<file path="config.mk">
export PLATFORM = sky130hd
export DESIGN_NAME = gpio_evt_detect
export DESIGN_NICKNAME = d
export VERILOG_FILES = /design/src/rtl/gpio_evt_detect.sv
export SDC_FILE = /design/constraint.sdc
export NUM_CORES = 1
export LEC_CHECK = 0
export CAP_MARGIN = 20
export CORE_MARGIN = 4
export CORE_UTILIZATION = 29
export DETAILED_ROUTE_END_ITERATION = 12
export HOLD_SLACK_MARGIN = 0.02
export SLEW_MARGIN = 5
export SYNTH_ARGS = -nofsm -noshare
export SYNTH_HDL_FRONTEND = slang
export SYNTH_SLANG_ARGS = --single-unit
</file>
<file path="constraint.sdc">
create_clock -name clk -period 3.96 [get_ports clk]
set_clock_uncertainty 0.05 [all_clocks]
set_input_delay 1.188 -clock clk [delete_from_list [all_inputs] [get_ports clk]]
set_output_delay 1.188 -clock clk [all_outputs]
set_load 0.02 [all_outputs]
</file>
<file path="src/rtl/gpio_evt_detect.sv">
module gpio_evt_detect #(
  parameter int N = 32
) (
  input  logic         clk,
  input  logic         rst_n,
  input  logic [N-1:0] pin_in,
  input  logic [N-1:0] evt_edge,
  input  logic [N-1:0] evt_both,
  input  logic [N-1:0] wr_data,
  input  logic         st_clr,
  input  logic         en_load,
  input  logic         en_set,
  input  logic         en_clr,
  output logic [N-1:0] evt_status,
  output logic [N-1:0] evt_enable,
  output logic         irq
);

  logic [N-1:0] prev_q;
  logic [N-1:0] rise, fall, hit, clr_mask;

  assign rise     = pin_in & ~prev_q;
  assign fall     = ~pin_in & prev_q;
  assign hit      = (~evt_edge & pin_in) | (evt_edge & rise) | (evt_edge & evt_both & fall);
  assign clr_mask = st_clr ? wr_data : '0;

  always_ff @(posedge clk or negedge rst_n) begin
    if (!rst_n) begin
      prev_q     <= '0;
      evt_status <= '0;
      irq        <= 1'b0;
    end else begin
      prev_q     <= pin_in;
      evt_status <= (evt_status & ~clr_mask) | hit;
      irq        <= |(evt_status & evt_enable);
    end
  end

  always_ff @(posedge clk or negedge rst_n) begin
    if (!rst_n)       evt_enable <= '0;
    else if (en_load) evt_enable <= wr_data;
    else if (en_set)  evt_enable <= evt_enable | wr_data;
    else if (en_clr)  evt_enable <= evt_enable & ~wr_data;
  end

  AST_LEVEL_SETS: assert property (@(posedge clk) disable iff (!rst_n)
    1'b1 |=> (($past(pin_in & ~evt_edge) & ~evt_status) == '0));
  AST_RISE_SETS: assert property (@(posedge clk) disable iff (!rst_n)
    1'b1 |=> (($past(pin_in & ~prev_q & evt_edge) & ~evt_status) == '0));
  AST_FALL_BOTH_SETS: assert property (@(posedge clk) disable iff (!rst_n)
    1'b1 |=> (($past(~pin_in & prev_q & evt_edge & evt_both) & ~evt_status) == '0));
  AST_STICKY: assert property (@(posedge clk) disable iff (!rst_n)
    !st_clr |=> ((evt_status & $past(evt_status)) == $past(evt_status)));
  AST_EVENT_BEATS_CLEAR: assert property (@(posedge clk) disable iff (!rst_n)
    st_clr |=> (($past(hit) & ~evt_status) == '0));
  AST_ENABLE_CLR: assert property (@(posedge clk) disable iff (!rst_n)
    (en_clr && !en_load && !en_set) |=> ((evt_enable & $past(wr_data)) == '0));
  AST_IRQ_LAG: assert property (@(posedge clk) disable iff (!rst_n)
    1'b1 |=> (irq == $past(|(evt_status & evt_enable))));

endmodule

</file>
==> results_dict.tcl <==
set metrics [dict create \
    cp.arrival_ns 2.81 \
    min_period_over_period_pct 66.4 \
    post-route-util_pct 48.8 \
    setup_viol_count_final 0 \
    start_util_pct 29.6 \
    hold_class "flop to flop" \
    synth_nets 491 \
    initialDrtViolationCount 287 \
    cts.repair.resized 0 \
    route.detailed.drc 0 \
    fillers 1211 \
    ys_ff_latch 97 \
    finalHoldViolCount 0 \
    switching_power_mw 0.676 \
    hold_buffers 0 \
    dieWidth_um 124 \
    drive_above_1_share_pct 3.91 \
    area_growth_pct 65.1 \
    rows 42 \
    synth_warnings 0 \
    clk_pin_slew_ns 0.06 \
    yosysSeqAreaShare_pct 62.3 \
    dieHeight_um 124 \
    cts_tree "done" \
    grt_start_max_net_pins 53 \
    clkPwrFrac_pct 36.2 \
    dieArea_mm2 0.0154 \
    synth_cell_type_count 15 \
    crit_path_end_kind "flop" \
    drt-vias-per-instance 4.96 \
    r2r_slack_ns 2.40 \
    power_density_mw_per_mm2 409 \
    clock.fmax_mhz 380 \
    pwr-share-comb_pct 20.5 \
    grt_pass1_vias 3881 \
    intPower_mw 1.96 \
    ioPinCount 199 \
    syn_area_mm2 0.00390 \
    status "completed" \
    cts_sinks 97 \
    path_max_fanout 18 \
    slew_headroom_pct 53.4 \
    sw_frac_of_total_pct 25.7 \
    drv_cap 0 \
    seq_power_share_pct 43.2 \
    grt.overflow.total 0 \
    synth_area_leader_cell "dfrtp_1" \
    first_pass_iters 6 \
    crit_required_ns 4.14 \
    synth_area_leaders "dfrtp_1 62%, nand2_1 9.1%, a22oi_1 9.1%" \
    setup_tns_ns 0 \
    grtUsageTotal_pct 16.5 \
    p_leak_nw 2.56 \
    antenna_found_initial 0 \
    synth_top_area_share_pct 62.3 \
    synth_compound_area_share_pct 21.7 \
    syn_avg_cell_area_um2 10.9 \
    finalCriticalPeriod_ns 2.63 \
    syn_inst 357 \
    worstSkewPairLatency_ns 0.34 \
    drt_wl_total_um 12600 \
    place.port_buffers 198 \
    cts_made_buffers 9 \
    diodes 0 \
    startpoint_type "input port" \
    synth_top_family_by_area "compound AO/OA/AOI/OAI gates" \
    postCtsSetupRepairBufs 0 \
    root_buffer "clkbuf_16" \
    antenna_left 0 \
    irDropWorstVdd_mv 0.251 \
    fin_nets 692 \
    dr_total_vias 3662 \
    post-dp-hpwl_um 9510 \
    slew_viol_final 0 \
    synthXorXnorAreaFrac_pct 0 \
    grt_pass1_wl_um 19700 \
    grt_setup_unrepaired "no" \
    clk_path_buf_depth 2 \
    finalPower_mw 2.63 \
    wire_per_inst_um 17.0 \
    synth_fa_ha_area_share_pct 0 \
    coreArea_mm2 0.0132 \
    globalplace.congestion 0.743 \
    crit_type "input port to flop" \
    yosys-mux-area-fraction_pct 0.257 \
    synth-simple-area-share_pct 14.2 \
    worst_slew_pin_slew_ns 0.698 \
    htreeDepth 3 \
]
-- cell families (layout without fill, tap and decap cells) --
logic type / count (synthesis) / after routing
compound gates: 112 / 112
mux: 1 / 1
flops: 97 / 97
buf+inv: 14 / 220
simple gates: 133 / 133
-- final timing paths --
check / from / end / depth (start not counted)
min in group asynchronous: rst_n / evt_status[23]$_DFF_PN0_ / 1
min: prev_q[11]$_DFF_PN0_ / evt_status[11]$_DFF_PN0_ / 2
max reg2reg: flop / irq$_DFF_PN0_ / 3
max in group asynchronous: rst_n / evt_status[10]$_DFF_PN0_ / 2
max: en_clr / flop / 4
min reg2reg: prev_q[11]$_DFF_PN0_ / evt_status[11]$_DFF_PN0_ / 2
-- cell type report --
type / instances / area (um2) / area share (%)
Timing Repair Buffer: 203 / 2040 / 31.8
Sequential cell: 97 / 2430 / 37.7
Multi-Input combinational cell: 246 / 1410 / 21.9
Inverter: 1 / 3.75 / 0.0583
Clock buffer: 12 / 256 / 3.98
Clock inverter: 4 / 75.1 / 1.17
Tap cell: 176 / 220 / 3.42
-- worst max-delay path: stages --
cell             delay, ns
clkdlybuf4s50_1       0.91
buf_4                 0.36
nand2_1               0.08
a32o_1                0.26
-- layer usage --
layer / routed length [um] / up-vias / GRT usage (%)
met4: 92 / 0 / 3.49
met2: 6310 / 113 / 27.8
met3: 890 / 9 / 5.86
li1: - / 1746 / -
met5: 0 / - / 0
met1: 5260 / 1794 / 20.5
-- through the flow --
stage | setup WS [ns] | hold WS [ns] | instances | cell area [um2]
after floorplan | 1.92 | 0.464 | 357 | 3900
after detailed placement | 0.971 | 0.485 | 722 | 6090
final | 1.33 | 0.492 | 739 | 6440
after global routing | 1.24 | 0.517 | 739 | 6440
after global placement | 0.990 | 0.476 | 721 | 6080
after CTS | 1.32 | 0.494 | 738 | 6420
-- layout by cell type, fill, tap and decap left out --
cell type and count:
a22oi_1 47, a22o_1 1, clkinvlp_4 2, clkdlybuf4s50_1 197
buf_8 2, or4_1 1, or2_1 1, mux2i_1 1
inv_1 1, nand2_1 95, a22oi_2 1, a32o_1 31
o21ai_0 32, clkbuf_1 1, clkbuf_8 2, buf_4 3
dfrtp_1 97, bufinv_16 2, nand3_1 32, buf_12 1
clkbuf_16 9, nand4_1 4
-- cells in the mapped netlist --
master / count
dfrtp_1: 97
nand2_1: 95
a22oi_1: 47
nand3_1: 32
o21ai_0: 32
a32o_1: 31
buf_2: 7
clkbuf_1: 6
nand4_1: 4
a22o_1: 1
a22oi_2: 1
inv_1: 1
mux2i_1: 1
or2_1: 1
or4_1: 1
-- power by group through the flow --
stage                     clock [mW]  combinational, mW  sequential, mW
after detailed placement           0              0.545            1.16
after CTS                      0.984              0.548            1.14
after floorplan                    0              0.120            1.22
final                          0.953              0.541            1.14
after global routing            1.03              0.587            1.15
after global placement             0              0.536            1.15
(Power assumes the default switching activity.)
